--- config.mk ---
export PLATFORM = sky130hd
export DESIGN_NAME = coh_ctrl
export DESIGN_NICKNAME = d
export VERILOG_FILES = /design/src/rtl/coh_pkg.sv /design/src/rtl/coh_lookup.sv /design/src/rtl/coh_snoop.sv /design/src/rtl/coh_ctrl.sv
export SDC_FILE = /design/constraint.sdc
export NUM_CORES = 1
export LEC_CHECK = 0
export ABC_AREA = 0
export BUFFER_PORTS_ARGS = -buffer_cell sky130_fd_sc_hd__buf_2
export CORE_AREA = 4 4 97 72
export CTS_CLUSTER_DIAMETER = 100
export DETAILED_ROUTE_END_ITERATION = 12
export DIE_AREA = 0 0 101 76
export HOLD_SLACK_MARGIN = 0.03
export PLACE_DENSITY = 0.87
export RECOVER_POWER = 25
export SLEW_MARGIN = 20
export SYNTH_ARGS = -nofsm -noshare
export SYNTH_HDL_FRONTEND = slang
export SYNTH_SLANG_ARGS = --single-unit
--- constraint.sdc ---
create_clock -name clk -period 3.8 [get_ports clk]
set_clock_uncertainty 0.1 [all_clocks]
set_input_delay 0.38 -clock clk [delete_from_list [all_inputs] [get_ports clk]]
set_output_delay 0.38 -clock clk [all_outputs]
set_load 0.02 [all_outputs]
--- src/rtl/coh_pkg.sv ---
package coh_pkg;

    typedef enum logic [2:0] {
        ST_I  = 3'd0,
        ST_S  = 3'd1,
        ST_M  = 3'd2,
        ST_SM = 3'd3,
        ST_IM = 3'd4,
        ST_IS = 3'd5
    } line_st_t;

    typedef enum logic [1:0] {
        CMD_NONE = 2'd0,
        CMD_RD   = 2'd1,
        CMD_RDX  = 2'd2,
        CMD_UPG  = 2'd3
    } bus_cmd_t;

endpackage

--- src/rtl/coh_lookup.sv ---
// Processor-side classification of one request against one line.
module coh_lookup
    import coh_pkg::*;
(
    input  line_st_t cur_st,
    input  logic     tag_hit,
    input  logic     wr,
    output logic     done_now,
    output logic     upd,
    output line_st_t nxt_st,
    output logic     miss,
    output logic     victim
);
    always_comb begin
        done_now = 1'b0;
        upd      = 1'b0;
        nxt_st   = cur_st;
        miss     = 1'b0;
        victim   = 1'b0;
        if (tag_hit && (cur_st == ST_S || cur_st == ST_M)) begin
            unique case (cur_st)
                ST_M: done_now = 1'b1;
                ST_S: begin
                    if (!wr) begin
                        done_now = 1'b1;
                    end else begin
                        upd    = 1'b1;
                        nxt_st = ST_SM;
                    end
                end
                default: done_now = 1'b0;
            endcase
        end else begin
            miss   = 1'b1;
            upd    = 1'b1;
            nxt_st = wr ? ST_IM : ST_IS;
            victim = (cur_st == ST_M) && !tag_hit;
        end
    end
endmodule

--- src/rtl/coh_snoop.sv ---
// Bus-side reaction of one line to a snooped transaction.
module coh_snoop
    import coh_pkg::*;
(
    input  line_st_t cur_st,
    input  logic     tag_hit,
    input  bus_cmd_t cmd,
    output line_st_t nxt_st,
    output logic     chg,
    output logic     flush
);
    logic excl;
    assign excl = (cmd == CMD_RDX) || (cmd == CMD_UPG);

    always_comb begin
        nxt_st = cur_st;
        chg    = 1'b0;
        flush  = 1'b0;
        if (tag_hit) begin
            unique case (cur_st)
                ST_M: begin
                    if (cmd == CMD_RD) begin
                        nxt_st = ST_S;
                        chg    = 1'b1;
                        flush  = 1'b1;
                    end else if (excl) begin
                        nxt_st = ST_I;
                        chg    = 1'b1;
                        flush  = 1'b1;
                    end
                end
                ST_S: begin
                    if (excl) begin
                        nxt_st = ST_I;
                        chg    = 1'b1;
                    end
                end
                ST_SM: begin
                    if (excl) begin
                        nxt_st = ST_IM;
                        chg    = 1'b1;
                    end
                end
                default: chg = 1'b0;
            endcase
        end
    end
endmodule

--- src/rtl/coh_ctrl.sv ---
module coh_ctrl
    import coh_pkg::*;
#(
    parameter int IDX_W = 2,
    parameter int TAG_W = 6
) (
    input  logic                          clk,
    input  logic                          rst_n,
    input  logic                          cpu_req,
    input  logic                          cpu_wr,
    input  logic [IDX_W+TAG_W-1:0]        cpu_addr,
    output logic                          cpu_ready,
    output logic                          cpu_done,
    output logic                          bus_req,
    input  logic                          bus_grant,
    output logic [1:0]                    bus_cmd,
    output logic [IDX_W+TAG_W-1:0]        bus_addr,
    output logic                          bus_wb,
    output logic [IDX_W+TAG_W-1:0]        bus_wb_addr,
    input  logic                          snp_valid,
    input  logic [1:0]                    snp_cmd,
    input  logic [IDX_W+TAG_W-1:0]        snp_addr,
    output logic                          snp_flush,
    output logic                          snp_stall
);
    localparam int ADDR_W = IDX_W + TAG_W;
    localparam int LINES  = 1 << IDX_W;

    line_st_t           st_q   [LINES];
    logic [TAG_W-1:0]   ptag_q [LINES];
    logic [TAG_W-1:0]   stag_q [LINES];
    logic               busy_q, done_q, vic_q;
    logic [IDX_W-1:0]   pidx_q;
    logic [TAG_W-1:0]   ptg_q;
    logic [ADDR_W-1:0]  vic_addr_q;

    logic [IDX_W-1:0]   ridx, sidx;
    logic [TAG_W-1:0]   rtag, stg;
    line_st_t           cur_p;
    logic               acc, txn, snp_do, vic_hit;
    bus_cmd_t           cmd_e, snp_cmd_e;

    logic     lk_done, lk_upd, lk_miss, lk_victim;
    line_st_t lk_nxt;
    logic     sn_chg, sn_flush;
    line_st_t sn_nxt;

    assign ridx      = cpu_addr[IDX_W-1:0];
    assign rtag      = cpu_addr[ADDR_W-1:IDX_W];
    assign sidx      = snp_addr[IDX_W-1:0];
    assign stg       = snp_addr[ADDR_W-1:IDX_W];
    assign cur_p     = st_q[pidx_q];
    assign snp_cmd_e = bus_cmd_t'(snp_cmd);

    coh_lookup u_lookup (
        .cur_st   (st_q[ridx]),
        .tag_hit  (ptag_q[ridx] == rtag),
        .wr       (cpu_wr),
        .done_now (lk_done),
        .upd      (lk_upd),
        .nxt_st   (lk_nxt),
        .miss     (lk_miss),
        .victim   (lk_victim)
    );

    coh_snoop u_snoop (
        .cur_st  (st_q[sidx]),
        .tag_hit (stag_q[sidx] == stg),
        .cmd     (snp_cmd_e),
        .nxt_st  (sn_nxt),
        .chg     (sn_chg),
        .flush   (sn_flush)
    );

    // Output / decision process
    always_comb begin
        unique case (cur_p)
            ST_SM:   cmd_e = CMD_UPG;
            ST_IM:   cmd_e = CMD_RDX;
            ST_IS:   cmd_e = CMD_RD;
            default: cmd_e = CMD_NONE;
        endcase
        bus_req     = busy_q && (cmd_e != CMD_NONE);
        bus_cmd     = bus_req ? cmd_e : CMD_NONE;
        bus_addr    = {ptg_q, pidx_q};
        txn         = bus_req && bus_grant;
        bus_wb      = txn && vic_q;
        bus_wb_addr = vic_addr_q;
        cpu_ready   = !busy_q;
        cpu_done    = done_q;
        acc         = cpu_req && !busy_q;
        snp_stall   = snp_valid && !txn &&
                      (acc || (done_q && snp_addr == {ptg_q, pidx_q}));
        snp_do      = snp_valid && !txn && !snp_stall && (snp_cmd_e != CMD_NONE);
        vic_hit     = vic_q && (snp_addr == vic_addr_q);
        snp_flush   = snp_do && (sn_flush || vic_hit);
    end

    // State register process
    always_ff @(posedge clk) begin
        if (!rst_n) begin
            for (int i = 0; i < LINES; i++) begin
                st_q[i]   <= ST_I;
                ptag_q[i] <= '0;
                stag_q[i] <= '0;
            end
            busy_q     <= 1'b0;
            done_q     <= 1'b0;
            vic_q      <= 1'b0;
            pidx_q     <= '0;
            ptg_q      <= '0;
            vic_addr_q <= '0;
        end else begin
            if (done_q) begin
                done_q <= 1'b0;
                busy_q <= 1'b0;
            end
            if (acc) begin
                busy_q <= 1'b1;
                pidx_q <= ridx;
                ptg_q  <= rtag;
                if (lk_done) done_q <= 1'b1;
                if (lk_upd)  st_q[ridx] <= lk_nxt;
                if (lk_miss) begin
                    ptag_q[ridx] <= rtag;
                    stag_q[ridx] <= rtag;
                end
                if (lk_victim) begin
                    vic_q      <= 1'b1;
                    vic_addr_q <= {ptag_q[ridx], ridx};
                end
            end
            if (txn) begin
                st_q[pidx_q] <= (cur_p == ST_IS) ? ST_S : ST_M;
                done_q       <= 1'b1;
                vic_q        <= 1'b0;
            end
            if (snp_do) begin
                if (sn_chg)  st_q[sidx] <= sn_nxt;
                if (vic_hit) vic_q <= 1'b0;
            end
        end
    end

    // Assertions
    a_r3_req_has_cmd: assert property (@(posedge clk) disable iff (!rst_n)
        bus_req |-> (bus_cmd != CMD_NONE));
    a_r3_req_held: assert property (@(posedge clk) disable iff (!rst_n)
        (bus_req && !bus_grant) |=> bus_req);
    a_r5_race_to_rdx: assert property (@(posedge clk) disable iff (!rst_n)
        (bus_req && !bus_grant && bus_cmd == CMD_UPG && snp_valid && !snp_stall &&
         snp_addr == bus_addr && (snp_cmd == CMD_RDX || snp_cmd == CMD_UPG))
        |=> (bus_cmd == CMD_RDX));
    a_r6_done_pulse: assert property (@(posedge clk) disable iff (!rst_n)
        cpu_done |=> !cpu_done);
    a_r6_done_after_txn: assert property (@(posedge clk) disable iff (!rst_n)
        (bus_req && bus_grant) |=> cpu_done);
    a_r6_busy_on_done: assert property (@(posedge clk) disable iff (!rst_n)
        cpu_done |-> !cpu_ready);
    a_r9_stall_no_flush: assert property (@(posedge clk) disable iff (!rst_n)
        snp_stall |-> !snp_flush);
    a_r11_wb_in_grant: assert property (@(posedge clk) disable iff (!rst_n)
        bus_wb |-> (bus_req && bus_grant));
    a_r12_no_snoop_in_grant: assert property (@(posedge clk) disable iff (!rst_n)
        (bus_req && bus_grant) |-> (!snp_flush && !snp_stall));

endmodule

[Yosys cells after proc, flatten, opt, wreduce, memory -nomap -nowiden]
Memories as Yosys holds them, arrays and structs flattened. A register that Yosys moved wholly into a read port is not among the register bits.
Cells that the tools add are included.
Word-level totals
  register bits: 19
  bits in writable memories: 60
  output and inout port bits: 24
  word-level logic and storage cells: 123
  memories kept: 3
Operators by class
  eq/ne operators: 15
  multiplexer cells: 68
  reduce and logical (&&, ||, !) cells: 31
Memories
  ptag_q: words 4, bits a word 6, read ports 1, clocked after memory_dff 0, wr ports 4, line coh_ctrl.sv:30  | logic [TAG_W-1:0] ptag_q [LINES];
  stag_q: words 4, bits a word 6, read ports 1, clocked after memory_dff 0, wr ports 4, line coh_ctrl.sv:31  | logic [TAG_W-1:0] stag_q [LINES];
  st_q: words 4, bits a word 3, read ports 3, clocked after memory_dff 1, wr ports 4, line coh_ctrl.sv:29  | line_st_t st_q [LINES];
Operators by type and width (count)
  two-way mux 1 bit: 43
  two-way mux 3 bit: 10
  two-way mux 2 bit: 9
  equality test 8 bit: 2
  logical AND 1 bit: 13
  equality test 3 x 2 -> 1 bit, second input constant: 4
  equality test 6 bit: 2
  two-way mux 6 bit: 2
  OR reduction 6 bit: 2
  one-hot mux 3 bit (3 select lines): 1
  OR reduction 3 bit: 3
  equality test 3 x 1 -> 1 bit, second input constant: 2
  equality test 3 bit, second input constant: 2
  one-hot mux 2 bit (3 select lines): 1
  nonzero test 2 bit: 3
  equality test 2 bit, second input constant: 2
  zero test 1 bit: 4
  logical OR 1 bit: 4
  one-hot mux 1 bit (2 select lines): 2
  equality test 2 x 1 -> 1 bit, second input constant: 1
  AND reduction 2 bit: 1
  OR reduction 2 bit: 1

[Depth between registers and ports, before layout]
  depth after elaboration: 16
  mapped depth: 10

[Cells and area by module]
Synthesis repeated with hierarchy kept, for this count alone.
Second synthesis, totals
  cell total of the unflattened synthesis: 307
  area, all modules: 3414.5 um^2
By module, submodules not included
  coh_ctrl: times used 1, cells each 279, area an instance 3221.8 um^2
  coh_lookup: times used 1, cells each 16, area an instance 115.1 um^2
  coh_snoop: times used 1, cells each 12, area an instance 77.6 um^2

[Least setup slack after synthesis]
No wires, ideal clock.
  kind: input port to flip-flop
  start point: input port cpu_addr[0]
  end point: memory stag_q[2][0], enable pin
  library setup time: 0.322 ns
  arrival: 2.538 ns
  data required time: 3.378 ns
  slack: 0.840 ns
  cell stages on the path: 10
  path buffers: 3
  path through: buf_6 buf_8 mux4_1 xnor2_1 nand2_1 nor4_2 or2_1 clkbuf_2 nor3b_1 nand2b_1
RTL lines
  from (decl): line coh_ctrl.sv:11  | input logic [IDX_W+TAG_W-1:0] cpu_addr,
  to (decl): line coh_ctrl.sv:31

==> results.md <==
- The run finished with clean final reports.
- The fill cell total of the finished layout is 500.
- Setup violations remaining at the end of the flow were counted as 0.
- The clock tree synthesis step divided the H-tree into 3 levels.
- The total clock sinks is 57.
- The die boundary width is 101 µm.
- The post-layout net count is 370.
- The destination of the worst hold path is busy_q$_SDFFE_PN0P_.
- 0 antenna diodes ended up in the layout.
- For this run, global-route usage on met3 was measured as 0.0833.
- The net count after synthesis is 319.
- After clock tree synthesis, the repair step resized 0 gates.
- Once layout is complete, the utilization of the core stands at 0.645.
- The number of max-capacitance violations reported is 0.
- Of the cells placed in the final design, the portion with a size suffix greater than 1 is 0.214.
- The via count of the routed design is 2,655.
- In this run the most critical hold path is launched from cpu_req.
- After detailed routing, the total wire length is 8760 µm.
- The share of the clock period used by the worst path after layout is 0.830.
- The start point of the critical path is cpu_addr[0].
- TritonCTS built the clock tree.
- In this run the remaining antenna-violating nets after routing total 0.
- The signed area change from the synthesized netlist to the final layout is 14.0%.
- In this run the tightest slew margin relative to its limit is 0.609.
- After detailed placement, the design holds a cell count of 413.
- The number of warnings printed during yosys synthesis is 0.
- In the routed layout, each cell is associated on average with a via count of 6.19.
- The number of cells on the worst reg-to-reg path is 7.
- The flip-flop and latch count after synthesis is 57.
- The sum of negative setup slack is 0 ps.
- The setup slack of the worst register-to-register path is 790 ps.
- The final standard cell count with taps included and fillers excluded is 429.
- For this design the ratio of total power to cell area is 393 nW/µm².
- Setup repair after global routing left no endpoint under its margin.
- Buffers placed on the I/O ports in this run total 47.
- The die covers 7680 µm².
- The number of pins with negative max-slew slack in the final report is 0.
- For this run, the detailed router's first-pass iteration total came to 6.
- By count the netlist is led by edfxtp_1, nand2_1, nor2_1.
- The routing usage on met1 is 0.353.
- The clock period minus final worst setup slack is 3160 ps.
- The core region is 6040 µm².
- The proportion of register bits with asynchronous set or reset after synthesis is 0.
- In this run, synthesis inferred 36 flip-flops with an integrated enable.
- The overall global routing resource usage is 0.239.
- The final number of hold-violating endpoints is 0.
- At the worst endpoint, the required time is 3720 ps.
- The cts-stage hold buffer count is 0.
- Summed over all nets, the half-perimeter wirelength after detailed placement is 6610 µm.
- The leakage dissipation is 1.48 nW.
- Global routing finished with a remaining overflow of 0.
- Clock-pin slew was measured on the worst setup and hold paths at 60 ps.
- For this run, the register share of the synthesized area comes to 0.439.
- The clock latency at the later pin of the worst-skew pair is 350 ps.
- 48 I/O pins were placed.
- The mean cell area of the mapped netlist is 11.6 µm².
- Final hold analysis gives a worst-case slack of 204 ps.
- The number of buffers inserted by post-CTS setup repair is 0.
- Entering global routing, the biggest net connects 29 pins.
- After the first detailed-routing iteration, the DRC count stood at 205.
- The site row count is 24.
- The worst hold path was traced through 2 stages.
- The most frequent cell after synthesis is edfxtp_1.
- The cell accounting for the most synthesized area is edfxtp_1.
- The critical-path maximum fanout is 23.
- Summing every instance area after synthesis gives 3420 µm².
- The maximum clock frequency is 317 MHz.
- In the synthesized netlist, the number of instances is 295.
- The worst-case IR drop observed on VDD is 0.181 mV.
- The worst reg2reg path startpoint is stag_q[2][2]$_SDFFCE_PN0P_.
- The type of the tightest min-delay check is in -> reg.
- The fraction of post-synthesis cell area in the top cell type by area is 0.316.
- The post-synthesis cell type count is 51.
- The worst register-to-register path ends at stag_q[1][3]$_SDFFCE_PN0P_.
- From bottom edge to top edge, the die measures 76 µm.
- After detailed routing, the number of remaining DRC violations is 0.
- The setup path with the least slack is of type in -> reg.
- The tree is rooted in a clkbuf_8.
- The global-route layer with the greatest usage is met1.
- Dividing the detail-routed wire length by the instance count gives 20.4 µm.
- Among all flip-flop cells after synthesis, the most frequent one is edfxtp_1.
- In the global route stage, met2 resource usage came out at 0.340.
- STA classifies the critical path endpoint as a flop.
- The kind of start point of the critical path is an input port.
- The first global-routing pass estimated 13,800 µm of wire.
- The initial utilization of the core area, before any placement, comes to 0.566.
- The number of global-route vias before repair is 2,538.
- STA puts the critical path data arrival time at 3080 ps.
- For the pin with the worst max-slew slack, the measured transition is 586 ps.
- The total power consumption of the routed design is 1.53 mW.
- By area the synthesized netlist is led by edfxtp_1, dfxtp_1, mux4_2.
- The maximum clock insertion buffer count is 2.
- The initial antenna violation count came to 0.
- Counting the buffers created by CTS gives 9.
- The congestion estimate from routability-driven global placement came to 0.970.
==> cell usage in the layout (no fill, tap or decap), types with 4 or more instances in the layout <==
master / netlist / final
dfxtp_1: 21 / 21
mux2i_1: 8 / 8
nor2b_1: 14 / 14
a21oi_1: 4 / 4
clkbuf_8: 0 / 9
nor3_1: 4 / 4
buf_2: 5 / 29
clkbuf_1: 7 / 21
and2_1: 13 / 13
nand2b_1: 4 / 4
xor2_1: 11 / 11
edfxtp_1: 36 / 36
and3_1: 4 / 4
inv_1: 11 / 11
xnor2_1: 17 / 17
nor4_1: 9 / 8
nor2_1: 23 / 23
nand2_1: 29 / 29
a21boi_0: 9 / 9
mux4_1: 6 / 6
mux4_2: 15 / 15
buf_4: 0 / 7
==> state kept, by name (all words and copies together) (netlist names), named ones only <==
name and count:
cpu_done 1, busy_q 1, st_q 12, pidx_q 2, stag_q 24, vic_q 1
bus_wb_addr 8, ptg_q 6
==> stage by stage <==
stage	setup WS [ps]	cell area, µm²
floorplan	840	3420
global placement	401	3730
detailed placement	305	3730
CTS	638	3920
global route	438	3890
finish	645	3890
==> cell type report <==
type                       count  area (µm²)  area share
clock buffer                  11         131      0.0337
timing repair buffer          55         269      0.0691
multi-input combinational    212        1800       0.462
tap                           78        97.6      0.0251
sequential                    57        1500       0.385
clock inverter                 5        56.3      0.0145
inverter                      11        41.3      0.0106
==> report_power, final <==
group / switching [mW] / internal [mW] / leakage (nW)
clock network: 0.250 / 0.302 / 0.0933
logic: 0.151 / 0.108 / 0.839
registers: 0.0278 / 0.691 / 0.547
total: 0.429 / 1.10 / 1.48
==> worst max-delay path, stage by stage <==
cell and delay (ps):
buf_2 410, mux4_1 660, xnor2_1 150, nand2_1 190
nor4_2 90, or2_1 300, nor3b_1 520, nand2b_1 350
==> kinds of logic (layout without fill, tap and decap cells) <==
| group | count (synthesis) | in the layout | share of synthesized area |
|---|---|---|---|
| AOI/OAI and AO/OA | 37 | 37 | 0.0897 |
| xor gates and xnor gates | 30 | 30 | 0.0813 |
| buffers and inverters | 26 | 82 | 0.0362 |
| muxes | 30 | 30 | 0.172 |
| and+or+nand+nor | 115 | 115 | 0.181 |
| DFF | 57 | 57 | 0.439 |
==> worst max-delay path by stage <==
| stage | endpoint | slack, ps | cells past startpoint |
|---|---|---|---|
| after floorplan | stag_q[2][0]$_SDFFCE_PN0P_ | 840 | 10 |
| after global placement | stag_q[1][5]$_SDFFCE_PN0P_ | 400 | 8 |
| after detailed placement | stag_q[2][0]$_SDFFCE_PN0P_ | 300 | 8 |
| after CTS | stag_q[1][3]$_SDFFCE_PN0P_ | 640 | 8 |
| after global routing | stag_q[1][3]$_SDFFCE_PN0P_ | 440 | 8 |
| final | stag_q[1][3]$_SDFFCE_PN0P_ | 640 | 8 |
==> per-layer routing <==
metal  vias up  part of all wire
met4         0             0.014
met3        17              0.13
met5         -                 0
li1       1203                 -
met1      1268              0.43
met2       167              0.43
No activity file was read; power rests on OpenSTA's default activity.
